### src/rtl/strx_pkg.sv
package strx_pkg;

    localparam int BYTE_W = 8;
    localparam int WORD_W = 2 * BYTE_W;

    typedef enum logic [1:0] {
        OP_MOVE  = 2'b00,
        OP_LOAD  = 2'b01,
        OP_STORE = 2'b10,
        OP_CMP   = 2'b11
    } strx_op_e;

    typedef enum logic [2:0] {
        ST_IDLE,
        ST_RD_SRC,
        ST_RD_DST,
        ST_WR_DST,
        ST_STEP,
        ST_DONE
    } strx_state_e;

    function automatic strx_state_e first_state(strx_op_e o);
        return (o == OP_STORE) ? ST_WR_DST : ST_RD_SRC;
    endfunction

endpackage

### src/rtl/strx_agen.sv
module strx_agen #(
    parameter int OFF_W     = 16,
    parameter int SEG_SHIFT = 4
) (
    input  logic [OFF_W-1:0]           seg,
    input  logic [OFF_W-1:0]           off,
    input  logic                       hi,
    output logic [OFF_W+SEG_SHIFT-1:0] pa
);
    localparam int PA_W = OFF_W + SEG_SHIFT;

    logic [OFF_W-1:0] off_b;
    logic [PA_W-1:0]  seg_base;

    // the high byte of a word sits at offset+1, wrapping inside the segment
    assign off_b    = off + OFF_W'(hi);
    assign seg_base = {seg, {SEG_SHIFT{1'b0}}};
    assign pa       = seg_base + PA_W'(off_b);

endmodule

### src/rtl/strx_step.sv
module strx_step #(
    parameter int OFF_W = 16
) (
    input  logic [OFF_W-1:0] idx,
    input  logic             word,
    input  logic             dir,
    output logic [OFF_W-1:0] nxt
);
    logic [OFF_W-1:0] delta;

    assign delta = word ? OFF_W'(2) : OFF_W'(1);
    assign nxt   = dir ? (idx - delta) : (idx + delta);

endmodule

### src/rtl/strx_match.sv
module strx_match
    import strx_pkg::*;
(
    input  logic [WORD_W-1:0] a,
    input  logic [WORD_W-1:0] b,
    input  logic              word,
    output logic              eq
);
    logic eq_lo, eq_hi;

    assign eq_lo = (a[BYTE_W-1:0] == b[BYTE_W-1:0]);
    assign eq_hi = (a[WORD_W-1:BYTE_W] == b[WORD_W-1:BYTE_W]);
    assign eq    = eq_lo & (eq_hi | ~word);

endmodule

### src/rtl/strx_engine.sv
module strx_engine
    import strx_pkg::*;
#(
    parameter int OFF_W     = 16,
    parameter int SEG_SHIFT = 4,
    localparam int PA_W     = OFF_W + SEG_SHIFT
) (
    input  logic              clk,
    input  logic              rst_n,
    input  logic              ld,
    input  logic [OFF_W-1:0]  ld_ds,
    input  logic [OFF_W-1:0]  ld_si,
    input  logic [OFF_W-1:0]  ld_es,
    input  logic [OFF_W-1:0]  ld_di,
    input  logic [OFF_W-1:0]  ld_cx,
    input  logic              ld_df,
    input  logic [WORD_W-1:0] ld_acc,
    input  logic              start,
    input  logic [1:0]        op,
    input  logic              word,
    input  logic              rep_en,
    input  logic              rep_ne,
    output logic              busy,
    output logic              done,
    output logic              zf,
    output logic [OFF_W-1:0]  si_o,
    output logic [OFF_W-1:0]  di_o,
    output logic [OFF_W-1:0]  cx_o,
    output logic [WORD_W-1:0] acc_o,
    output logic              mem_req,
    output logic              mem_we,
    output logic [PA_W-1:0]   mem_addr,
    output logic [BYTE_W-1:0] mem_wdata,
    input  logic [BYTE_W-1:0] mem_rdata,
    input  logic              mem_rdy
);
    localparam int NIDX = 2;   // 0: source side, 1: destination side

    strx_state_e state_q, state_d;

    logic [OFF_W-1:0]  ds_q, si_q, es_q, di_q, cx_q;
    logic              df_q, zf_q;
    logic [WORD_W-1:0] acc_q, tsrc_q, tdst_q;
    strx_op_e          op_q;
    logic              word_q, rep_q, ne_q, hi_q;

    logic              fire, last_byte, eq, stop;
    logic [OFF_W-1:0]  cx_n;
    logic              use_src, use_dst;
    logic [WORD_W-1:0] wr_word;

    logic [OFF_W-1:0]  seg_sel [NIDX];
    logic [OFF_W-1:0]  idx_cur [NIDX];
    logic [OFF_W-1:0]  idx_nxt [NIDX];
    logic [PA_W-1:0]   pa_sel  [NIDX];

    assign seg_sel[0] = ds_q;
    assign seg_sel[1] = es_q;
    assign idx_cur[0] = si_q;
    assign idx_cur[1] = di_q;

    // one address generator and one index stepper per string side
    for (genvar g = 0; g < NIDX; g++) begin : g_side
        strx_agen #(.OFF_W(OFF_W), .SEG_SHIFT(SEG_SHIFT)) u_agen (
            .seg (seg_sel[g]),
            .off (idx_cur[g]),
            .hi  (hi_q),
            .pa  (pa_sel[g])
        );
        strx_step #(.OFF_W(OFF_W)) u_step (
            .idx  (idx_cur[g]),
            .word (word_q),
            .dir  (df_q),
            .nxt  (idx_nxt[g])
        );
    end

    strx_match u_match (
        .a    (tsrc_q),
        .b    (tdst_q),
        .word (word_q),
        .eq   (eq)
    );

    assign fire      = mem_req & mem_rdy;
    assign last_byte = ~word_q | hi_q;
    assign use_src   = (op_q != OP_STORE);
    assign use_dst   = (op_q != OP_LOAD);
    assign cx_n      = rep_q ? (cx_q - OFF_W'(1)) : cx_q;
    assign wr_word   = (op_q == OP_MOVE) ? tsrc_q : acc_q;

    always_comb begin
        stop = 1'b0;
        if (!rep_q || cx_n == '0) begin
            stop = 1'b1;
        end else if (op_q == OP_CMP) begin
            stop = ne_q ? eq : ~eq;
        end
    end

    // next-state logic
    always_comb begin
        state_d = state_q;
        unique case (state_q)
            ST_IDLE: begin
                if (start) begin
                    if (rep_en && cx_q == '0) state_d = ST_DONE;
                    else                      state_d = first_state(strx_op_e'(op));
                end
            end
            ST_RD_SRC: begin
                if (fire && last_byte) begin
                    unique case (op_q)
                        OP_MOVE: state_d = ST_WR_DST;
                        OP_CMP:  state_d = ST_RD_DST;
                        default: state_d = ST_STEP;
                    endcase
                end
            end
            ST_RD_DST: if (fire && last_byte) state_d = ST_STEP;
            ST_WR_DST: if (fire && last_byte) state_d = ST_STEP;
            ST_STEP:   state_d = stop ? ST_DONE : first_state(op_q);
            ST_DONE:   state_d = ST_IDLE;
            default:   state_d = ST_IDLE;
        endcase
    end

    // state register
    always_ff @(posedge clk or negedge rst_n) begin
        if (!rst_n) state_q <= ST_IDLE;
        else        state_q <= state_d;
    end

    // architectural and staging registers
    always_ff @(posedge clk or negedge rst_n) begin
        if (!rst_n) begin
            ds_q   <= '0;
            si_q   <= '0;
            es_q   <= '0;
            di_q   <= '0;
            cx_q   <= '0;
            df_q   <= 1'b0;
            zf_q   <= 1'b0;
            acc_q  <= '0;
            tsrc_q <= '0;
            tdst_q <= '0;
            op_q   <= OP_MOVE;
            word_q <= 1'b0;
            rep_q  <= 1'b0;
            ne_q   <= 1'b0;
            hi_q   <= 1'b0;
        end else begin
            unique case (state_q)
                ST_IDLE: begin
                    if (start) begin
                        op_q   <= strx_op_e'(op);
                        word_q <= word;
                        rep_q  <= rep_en;
                        ne_q   <= rep_ne;
                        hi_q   <= 1'b0;
                    end else if (ld) begin
                        ds_q  <= ld_ds;
                        si_q  <= ld_si;
                        es_q  <= ld_es;
                        di_q  <= ld_di;
                        cx_q  <= ld_cx;
                        df_q  <= ld_df;
                        acc_q <= ld_acc;
                    end
                end
                ST_RD_SRC: begin
                    if (fire) begin
                        tsrc_q <= hi_q ? {mem_rdata, tsrc_q[BYTE_W-1:0]}
                                       : {tsrc_q[WORD_W-1:BYTE_W], mem_rdata};
                        hi_q   <= word_q & ~hi_q;
                    end
                end
                ST_RD_DST: begin
                    if (fire) begin
                        tdst_q <= hi_q ? {mem_rdata, tdst_q[BYTE_W-1:0]}
                                       : {tdst_q[WORD_W-1:BYTE_W], mem_rdata};
                        hi_q   <= word_q & ~hi_q;
                    end
                end
                ST_WR_DST: begin
                    if (fire) hi_q <= word_q & ~hi_q;
                end
                ST_STEP: begin
                    if (use_src) si_q <= idx_nxt[0];
                    if (use_dst) di_q <= idx_nxt[1];
                    cx_q <= cx_n;
                    if (op_q == OP_CMP) zf_q <= eq;
                    if (op_q == OP_LOAD) begin
                        acc_q <= word_q ? tsrc_q : {acc_q[WORD_W-1:BYTE_W], tsrc_q[BYTE_W-1:0]};
                    end
                    hi_q <= 1'b0;
                end
                default: ;
            endcase
        end
    end

    // outputs
    always_comb begin
        busy      = (state_q != ST_IDLE);
        done      = (state_q == ST_DONE);
        mem_req   = (state_q == ST_RD_SRC) || (state_q == ST_RD_DST) || (state_q == ST_WR_DST);
        mem_we    = (state_q == ST_WR_DST);
        mem_addr  = (state_q == ST_RD_SRC) ? pa_sel[0] : pa_sel[1];
        mem_wdata = hi_q ? wr_word[WORD_W-1:BYTE_W] : wr_word[BYTE_W-1:0];
        zf        = zf_q;
        si_o      = si_q;
        di_o      = di_q;
        cx_o      = cx_q;
        acc_o     = acc_q;
    end

    // a stalled access keeps its request and payload
    a_r11_hold_access: assert property (@(posedge clk) disable iff (!rst_n)
        (mem_req && !mem_rdy) |=> (mem_req && $stable(mem_addr) && $stable(mem_we) && $stable(mem_wdata)));

    // done lasts one cycle and is followed by idle
    a_r12_done_single: assert property (@(posedge clk) disable iff (!rst_n)
        done |=> (!done && !busy));

    // a repeat started on a zero count finishes at once
    a_r9_empty_repeat: assert property (@(posedge clk) disable iff (!rst_n)
        (!busy && start && rep_en && cx_q == '0) |=> (done && !mem_req));

    // a repeated element consumes exactly one count
    a_r8_count_step: assert property (@(posedge clk) disable iff (!rst_n)
        (state_q == ST_STEP && rep_q) |=> (cx_q == $past(cx_q) - OFF_W'(1)));

    // only a compare touches the flag
    a_r6_flag_kept: assert property (@(posedge clk) disable iff (!rst_n)
        (state_q == ST_STEP && op_q != OP_CMP) |=> $stable(zf_q));

    // loads are refused while an operation runs
    a_r13_load_locked: assert property (@(posedge clk) disable iff (!rst_n)
        (busy && state_q != ST_STEP) |=> ($stable(ds_q) && $stable(es_q) && $stable(df_q)));

endmodule

### config.mk
export PLATFORM = sky130hd
export DESIGN_NAME = strx_engine
export DESIGN_NICKNAME = d
export VERILOG_FILES = /design/src/rtl/strx_pkg.sv /design/src/rtl/strx_agen.sv /design/src/rtl/strx_step.sv /design/src/rtl/strx_match.sv /design/src/rtl/strx_engine.sv
export SDC_FILE = /design/constraint.sdc
export NUM_CORES = 1
export LEC_CHECK = 0
export BUFFER_PORTS_ARGS = -buffer_cell sky130_fd_sc_hd__buf_2
export CAP_MARGIN = 20
export CORE_MARGIN = 3
export CORE_UTILIZATION = 40
export CTS_CLUSTER_SIZE = 20
export DETAILED_ROUTE_END_ITERATION = 10
export GPL_ROUTABILITY_DRIVEN = 0
export GPL_TIMING_DRIVEN = 0
export PLACE_DENSITY = 0.73
export SYNTH_ARGS = -nofsm -noshare
export SYNTH_HDL_FRONTEND = slang
export SYNTH_SLANG_ARGS = --single-unit
### constraint.sdc
create_clock -name clk -period 4.5 [get_ports clk]
set_input_delay 0.9 -clock clk [delete_from_list [all_inputs] [get_ports clk]]
set_output_delay 0.9 -clock clk [all_outputs]
set_load 0.05 [all_outputs]
# Word-level counts from Yosys, hierarchy flattened
# Cells that the tools add are included.
# Widths: inputs -> output; s select.
dict set report word_totals {
  input_bits 115
  word_cells 127
  reg_bits 139
}
dict set report op_classes {
  bitwise_logic 9
  n_eq_ne 23
  n_reduce_logical 29
  add_sub_neg 9
  n_mux 38
}
# operator count
set ops {}
lappend ops {{$mux 16} 16}
lappend ops {{$pmux 16 s2} 4}
lappend ops {{$add 20x16->20} 2}
lappend ops {{$add 16x1->16} 2}
lappend ops {{$add 16x16->16} 2}
lappend ops {{$logic_not 16->1} 2}
lappend ops {{$sub 16x16->16} 2}
lappend ops {{$reduce_and 3->1} 8}
lappend ops {{$mux 20} 1}
lappend ops {{$ne 2x2->1 const B} 9}
lappend ops {{$eq 8x8->1} 2}
lappend ops {{$sub 16x1->16 const B} 1}
lappend ops {{$mux 3} 5}
lappend ops {{$pmux 3 s4} 1}
lappend ops {{$reduce_and 4->1} 3}
lappend ops {{$mux 8} 1}
lappend ops {{$eq 2x2->1 const B} 3}
lappend ops {{$eq 3x2->1 const B} 2}
lappend ops {{$eq 3x3->1 const B} 2}
lappend ops {{$mux 2} 3}
lappend ops {{$ne 2x1->1 const B} 3}
lappend ops {{$pmux 3 s2} 1}
lappend ops {{$reduce_bool 3->1} 2}
lappend ops {{$mux 1} 5}
lappend ops {{other kinds (16)} 26}

# Depth between registers and ports, before layout
# Gate-level depths: netlist of the first run.
dict set report logic_depth {
  ltp_word 9
  ltp_mapped 14
}

# Cells and area by module
# From an unflattened synthesis of the first run, not the netlist that was laid out.
dict set report unflattened {
  hier_cells 1166
  hier_area_um2 10523.8
}
# module instances area_each_um2 cells_per_inst
set by_module_without_submodules {}
lappend by_module_without_submodules {strx_engine 1 6845.3 669}
lappend by_module_without_submodules {strx_step 2 732.0 97}
lappend by_module_without_submodules {{strx_agen (g_side[1].u_agen)} 1 1038.5 144}
lappend by_module_without_submodules {{strx_agen (g_side[0].u_agen)} 1 999.7 137}
lappend by_module_without_submodules {strx_match 1 176.4 22}

# Worst setup path after synthesis of the first run
# No wires, ideal clock.
dict set report synth_path {
  path_kind {register to output}
  start {register si_q[2], in the netlist si_o[2]}
  end {output mem_addr[16]}
  required_ns 3.600
  setup_slack_ns -0.368
  n_path_buf 0
  stages_incl_launch_ff 15
  arrival_time_ns 3.968
  path_cell_list {dfrtp_1 > and3_1 > and3_1 > nand3_1 > nor3_1 > nand2_1 > xnor2_1 > ha_1 > and3_1 > a221oi_1 > a21boi_0 > o21ai_0 > xor2_1 > nor2_1 > a21oi_1}
}
dict set report synth_via {
  elab_chain_len 3
}
# item line_no
set synth_rtl {}
lappend synth_rtl {{from (decl)} strx_engine.sv:41} ;# logic [OFF_W-1:0] ds_q, si_q, es_q, di_q, cx_q;
lappend synth_rtl {{from (signal assigned)} strx_engine.sv:163} ;# si_q <= ld_si;
lappend synth_rtl {{from (signal assigned)} strx_engine.sv:189} ;# if (use_src) si_q <= idx_nxt[0];
lappend synth_rtl {{$add 16x1->16} strx_agen.sv:16} ;# assign off_b = off + OFF_W'(hi);
lappend synth_rtl {{$add 20x16->20} strx_agen.sv:18} ;# assign pa = seg_base + PA_W'(off_b);
lappend synth_rtl {{$mux 20} strx_engine.sv:209} ;# mem_addr = (state_q == ST_RD_SRC) ? pa_sel[0] : pa_sel[1];
lappend synth_rtl {{to (decl)} strx_engine.sv:32} ;# output logic [PA_W-1:0] mem_addr,
# Every way passes these cells.

# Worst setup path in the final report of the first run
dict set report layout_path {
  start {register si_q[2], in the netlist si_o[2]}
  end {output mem_addr[17]}
}
# Same word-level chain as after synthesis.

==> impl_results.md, run 1 <==
* Initial DRC count at 670
* Slew at the pin closest to its max-slew limit at between 0.9 and 1 ns
* Sink Count at between 100 and 150
* CP Launch Type: flop
* Slew headroom at roughly two fifths
* Post-layout min period at ~4.6 ns
* Worst min path class: input pin to async pin
* Die Y at around 160 um
* Post-Synthesis Cell Area at between 9000 and 10000 um^2
* Critical Path AT at between 3 and 4 ns
* Critical Path RT at 3.60 ns
* DP HPWL at roughly 24000 um
* Routed WL at ~33000 um
* Final ANT Viol Nets at 0
* DR WL/cell at about 20 um
* Failing checks: negative setup slack
* Synth warn at 0
* DRT Pass-1 Iters at 5
* Final setup fails at 4
* Number of vias per cell at between 5 and 6
* Setup WS post-layout at -0.05438 ns
* Cell count after synthesis at between 1000 and 1500
* First-pass GRT wire length at 50070 um
* Detailed-route DRC error count at 0
* Initial antenna violation count at 4
* Tcrit/Tclk final at 101.2%
* Global route overflow at 0
* Reg2Reg Depth at 11
* Number of library cell types mapped by synthesis at 73
* Max Cap Violations at 0
* Post-synth EDFFs at 0
* Maximum clock insertion buffer count at 2
* Pin count of the biggest net entering global routing at 89
* FP Rows at 56
* Critical path class: flop to primary output
* Reg2reg setup slack at 0.90 ns
* Unrepaired setup endpoints after global routing: true
* Number of global-route vias before repair at 9263
* CP Capture Type: primary output
* Syn Area/Cell at ~9.3 um^2
* # IOs at around 210
* Syn_nets at 1249
* Input/output buffers at roughly 210
* Total GRT Usage at between 20% and 30%
* DIE AREA at roughly 27000 um^2
* Clk slew on worst S/H paths at around 0.07 ns
* #FFs+latches synth at ~140
* Cts bufs inserted at 17
* Clock Latency Late Sink at approximately 0.44 ns
* TritonCTS clock tree: done
* Layout cells sized above 1 at 32.91%
* Sequential share of the synthesized area at a little over a third
* Async set or reset register ratio after synthesis at 100.0%
* Reg2reg end: di_o[13]$_DFFE_PN0P_
* Starting Density at roughly 41%
* Status: finished, violations left
* Achievable Freq at approximately 0.22 GHz
* Main synth FF type: dfrtp_1
* Hold Buf Count CTS at 0
* Clock root cell: clkbuf_16
* Hold Vio Cnt, Final at 0
* CORE AREA at ~24000 um^2
* Die X at 163.4 um
* Area Growth Syn to Fin at 27.57%
* Origin of the critical flop-to-flop path: df_q$_DFFE_PN0P_
* H-tree depth reported by CTS at 4
* CP max FO at 3
* Fin util at 52.90%
* Max-slew violations at 0
* Final nets at 1507
* Setup Skew at 0.01584 ns
* Routed vias at approximately 9400
-- per-layer routing --
layer,track usage (%),share of wire [%],vias up
li1,-,-,4421
met1,30.72,42,4524
met2,40.92,48,360
met3,5.858,7.5,68
met4,7.536,2.6,8
met5,0,0.14,-
-- through the flow --
step	setup TNS, ns	worst slack (ns)	area [um^2]	hold slack, ns	cells
floorplan	-0.04390	-0.04390	9937	0.4862	1066
global placement	-0.6868	-0.2871	11390	0.4675	1596
detailed placement	-1.025	-0.3471	11430	0.4686	1597
CTS	0	0.001815	12330	0.4341	1643
global route	-0.9000	-0.2127	12640	0.4441	1656
finish	-0.09629	-0.05438	12640	0.4210	1657
-- critical path, stage by stage (launching register included) --
cell and delay, ns:
dfrtp_2 0.41, and3_4 0.21, and3_4 0.21, nand3_4 0.11, nor2_4 0.11, nand4_1 0.15, xnor2_2 0.18, ha_1 0.31
a21o_1 0.21, a221oi_2 0.32, a21boi_4 0.28, o21ai_4 0.08, xor2_1 0.15, a211o_1 0.31, buf_6 0.16
-- sequential cells by signal (all words and copies together), names as in the netlist, 2 cells and up --
signal and cells:
ds_q 16, state_q 3, cx_o 16, es_q 16, di_o 16, acc_o 16, tdst_q 16, si_o 16
op_q 2, tsrc_q 16
-- cells in the final DEF (no fill, tap or decap), drive strengths merged, types with 4 or more instances in the layout --
cell and n:
a2111oi 4, a211o 9, a211oi 11, a21o 15
a21oi 67, a31oi 20, and2 9, and3 10
buf 252, clkbuf 45, clkinv 6, dfrtp 139
fa 4, ha 64, inv 28, mux2 67
mux2i 13, mux4 8, nand2 99, nand2b 7
nand3 37, nand3b 4, nand4 12, nor2 113
nor2b 6, nor3 31, nor4 8, nor4b 4
o21a 19, o21ai 58, o21bai 7, o221a 6
o22ai 12, o31ai 9, or3 9, xnor2 51
xor2 35
-- what timing repair did --
item / CTS / global route
endpoints found under the setup margin: 11 / 9
buffers inserted: 15 / 13
resized for setup: 52 / 41
pin swaps: 17 / 32
-- Yosys cell counts (6+ instances only) --
cell type	instances	area, um^2
dfrtp_1	139	3478
nor2_1	113	424.2
nand2_1	99	371.6
mux2_2	67	754.5
a21oi_1	66	330.3
ha_1	64	800.8
o21ai_0	56	280.3
xnor2_1	51	446.7
nand3_1	37	185.2
xor2_1	35	306.5
nor3_1	29	145.1
clkbuf_1	28	105.1
inv_1	21	78.83
a31oi_1	20	125.1
o21a_1	19	142.6
a21o_1	15	112.6
mux2i_1	13	130.1
nand4_1	12	75.07
o22ai_1	12	75.07
a211oi_1	11	82.58
and3_1	10	62.56
a211o_1	9	78.83
and2_1	9	56.30
or3_1	9	56.30
mux4_2	8	180.2
o31ai_1	8	60.06
nand2b_1	7	43.79
nor4_1	7	43.79
o21bai_1	7	52.55
buf_1	6	22.52
nor2b_1	6	37.54
o221a_2	6	67.56
-- area by class of cell --
type	instances	area (um^2)
antenna	1	2.502
clock buffer	17	425.4
clock inverter	15	178.9
buffer	40	167.7
sequential	139	3496
timing repair buffer	240	1366
inverter	21	78.83
fill	2170	11250
multi-input combinational	865	6524
tap	319	399.1
-- kinds of logic after synthesis --
kind of cell	after synthesis	synth area share [%]
flip-flops	139	35.11
adder cells (fa/ha/maj)	68	8.891
XOR/XNOR	86	7.603
multiplexers	88	10.75
AND/OR/NAND/NOR	357	17.28
AO/OA/AOI/OAI	266	17.85
buffers and inverters	62	2.526
-- worst max path at each step --
| stage | from | end | slack (ns) | cells past startpoint |
|---|---|---|---|---|
| 2_1_floorplan | si_o[4]$_DFFE_PN0P_ | mem_addr[16] | -0.04 | 14 |
| 3_3_place_gp | hi_q$_DFFE_PN0P_ | mem_addr[18] | -0.29 | 15 |
| 6_report | si_o[2]$_DFFE_PN0P_ | mem_addr[17] | -0.05 | 14 |
| 4_1_cts | hi_q$_DFFE_PN0P_ | mem_addr[19] | 0.002 | 14 |
| 5_1_grt | si_o[3]$_DFFE_PN0P_ | mem_addr[17] | -0.21 | 14 |
| 3_5_place_dp | hi_q$_DFFE_PN0P_ | mem_addr[18] | -0.35 | 15 |
Power of run 1 is not shown: default switching activity piles up to over one toggle a cycle in this logic, so the estimate is an artifact.
==> inputs of run 2 (changes only) <==
Settings changed: PLACE_DENSITY 0.73 to unset, PLACE_DENSITY_LB_ADDON set to 0.08, SETUP_SLACK_MARGIN set to 0.15, SLEW_MARGIN set to 20.
==> run 2 against run 1 <==
Effect of this change: critical path depth increased by 1; the run still ends with negative setup slack left; via count decreased by 1.7%; sequential share of layout area decreased by 0.29 points; non-clock buffer count increased by 8; largest cell class unchanged; clock-buffer cell count unchanged; utilization increased by 0.55 points; clock skew increased by 0.0014 ns.
==> impl_results.md, run 2 (synthesis gave the netlist of run 1 again) <==
* Status: finished, violations left
* Failing checks: negative setup slack
* Critical Path Max Stage Delay at 0.45 ns (+0.04 ns)
* Met1 Track Usage GR at 32.23% (+1.5 points)
* Setup crit start: hi_q$_DFFE_PN0P_
* Critical path class: flop to primary output
* Die Y at 163.4 um (unchanged)
* Crit-path most repeated cell: ha_4
* Layout cells sized above 1 at 34.28% (+1.4 points)
* M2 GR Usage at 41.36% (+0.44 points)
* Antenna cell count at 0 (-1)
* Achievable Freq at 0.2207 GHz (+0.49%)
* Critical path's top delay family: compound AO/OA/AOI/OAI gates
* Crit-path cells: ha_4 -> ha_4 -> nand2_4 -> nor2_2 -> xor2_1 -> ha_2 -> buf_4 -> o21a_1 -> a2111oi_4 -> o21ai_2 -> a41o_1 -> a31oi_2 -> mux2i_1 -> nand3_2 -> buf_8
* Final setup fails at 1 (-3)
* DRT Pass-1 Iters at 7 (+2)
* Total GRT Usage at 24.22% (about the same)
* Sink Count at 139 (unchanged)
* DP Cell Count at 1597 (unchanged)
* Initial DRC count at 698 (+4.2%)
* Critical Path AT at 3.63 ns (-0.02 ns)
* Tcrit/Tclk final at 100.7% (-0.50 points)
* Cts bufs inserted at 17 (unchanged)
* Critical Path RT at 3.60 ns (about the same)
* GRT met3 Usage at 4.058% (-1.8 points)
* Initial antenna violation count at 2 (-2)
* Dpl ws at -0.3739 ns (-0.02682 ns)
* Clock root cell: clkbuf_16
* Top Usage Layer GRT: met2
* Maximum clock insertion buffer count at 2 (unchanged)
* Setup WS post-layout at -0.03202 ns (+0.02237 ns)
* CP Launch Type: flop
* DIE AREA at 26690 um^2 (unchanged)
* TNS Setup at -0.03202 ns (+0.06428 ns)
* Hold Vio Cnt, Final at 0 (unchanged)
* Worst Path Buf+Inv at 2 (+1)
* Setup Skew at 0.01726 ns (+0.001419 ns)
* Post-layout min period at 4.532 ns (-0.02237 ns)
* Final ANT Viol Nets at 0 (unchanged)
* Most frequent cells in the layout: buf_2 (205), dfrtp_1 (126), nor2_1 (107)
* CP Capture Type: primary output
* Slew headroom at 34.13% (-4.0 points)
* TritonCTS clock tree: done
* Layout Cells excl Fill at 1664 (+0.42%)
* Max Cap Violations at 0 (unchanged)
* Final nets at 1515 (+0.53%)
* Number of vias per cell at 5.541 (-2.1%)
* Starting Density at 41.46% (unchanged)
* # IOs at 212 (unchanged)
* Pin count of the biggest net entering global routing at 78 (-12%)
* Clk slew on worst S/H paths at 0.07 ns (about the same)
* DP HPWL at 24040 um (+1.2%)
* FP Rows at 56 (unchanged)
* Area Growth Syn to Fin at 28.90%
* Hold Buf Count CTS at 0 (unchanged)
* Die X at 163.4 um (unchanged)
* DR WL/cell at 19.76 um (-1.7%)
* Commonest non-fill, non-tap cell in the layout: buf_2
* Routed vias at 9221 (-1.7%)
* Slew at the pin closest to its max-slew limit at 0.9880 ns (+0.05934 ns)
* Global route overflow at 0 (unchanged)
* Post-place instance area at 11440 um^2 (+0.16%)
* Input/output buffers at 211 (unchanged)
* Max-slew violations at 0 (unchanged)
* Worst min path class: input pin to async pin
* First-pass GRT wire length at 50180 um (+0.22%)
* Routed WL at 32880 um (-1.2%)
* Origin of the critical flop-to-flop path: df_q$_DFFE_PN0P_
* Design area at 12770 um^2 (+1.0%)
* Unrepaired setup endpoints after global routing: true
* Slowest-stage cell, CP: dfrtp_2
* CP max FO at 3 (unchanged)
* Number of global-route vias before repair at 9028 (-2.5%)
* CORE AREA at 23890 um^2 (unchanged)
* Clock Latency Late Sink at 0.44 ns (about the same)
* Detailed-route DRC error count at 0 (unchanged)
* H-tree depth reported by CTS at 4 (unchanged)
## run 2: cell types whose count changed in the layout (fill, tap and decap cells not counted), moves of 3 or more
| cell | change |
|---|---|
| buf_4 | +8 |
| a21oi_1 | -3 |
| a21oi_2 | +3 |
| buf_8 | +3 |
| nor2_2 | +3 |
| o21ai_2 | +3 |
## run 2: worst paths after layout
check | end | slack [ns] | cells after the start
max | mem_addr[19] | -0.03 | 15
min | es_q[10]$_DFFE_PN0P_ | 0.42 | 1
max reg2reg | di_o[13]$_DFFE_PN0P_ | 0.74 | 10
min reg2reg | acc_o[8]$_DFFE_PN0P_ | 0.51 | 2
max in group asynchronous | hi_q$_DFFE_PN0P_ | 3.29 | 2
min in group clk | acc_o[8]$_DFFE_PN0P_ | 0.51 | 2
## run 2: metal layers
layer / share of wire, % / vias to the layer above
met5: 0.064 / -
met4: 1.2 / 4
met3: 4.9 / 29
met2: 49 / 251
met1: 44 / 4498
li1: - / 4439
## run 2: worst reg2reg max path, stage by stage, from the launching register on
cell,delay [ns]
dfrtp_2,0.76
clkbuf_1,0.44
nor2b_1,0.48
ha_1,0.32
nor2b_1,0.14
o31a_1,0.29
o41a_1,0.35
a211oi_1,0.38
o31ai_1,0.17
xnor2_1,0.14
o31ai_1,0.18
## run 2: final cells by class
type | count | area [um^2]
Buffer | 41 | 182.7
Clock buffer | 17 | 425.4
Clock inverter | 15 | 191.4
Fill cell | 2281 | 11120
Inverter | 21 | 78.83
Multi-Input combinational cell | 865 | 6575
Sequential cell | 139 | 3495
Tap cell | 319 | 399.1
Timing Repair Buffer | 247 | 1423
## run 2: what timing repair did
item | in CTS | in global routing
setup endpoints to repair | 12 | 13
pin swaps | 30 | 34
gates resized for setup | 74 | 37
gates cloned | 0 | 0
buffers inserted | 26 | 9
## run 2: through the flow
stage / hold slack (ns) / util, %
3_5_place_dp: 0.4678 / 47.90
5_1_grt: 0.4395 / 53.45
2_1_floorplan: 0.4862 / -
4_1_cts: 0.4310 / 52.57
3_3_place_gp: 0.4898 / 47.74
6_report: 0.4152 / 53.45
Power of run 2 is left out for the same reason.
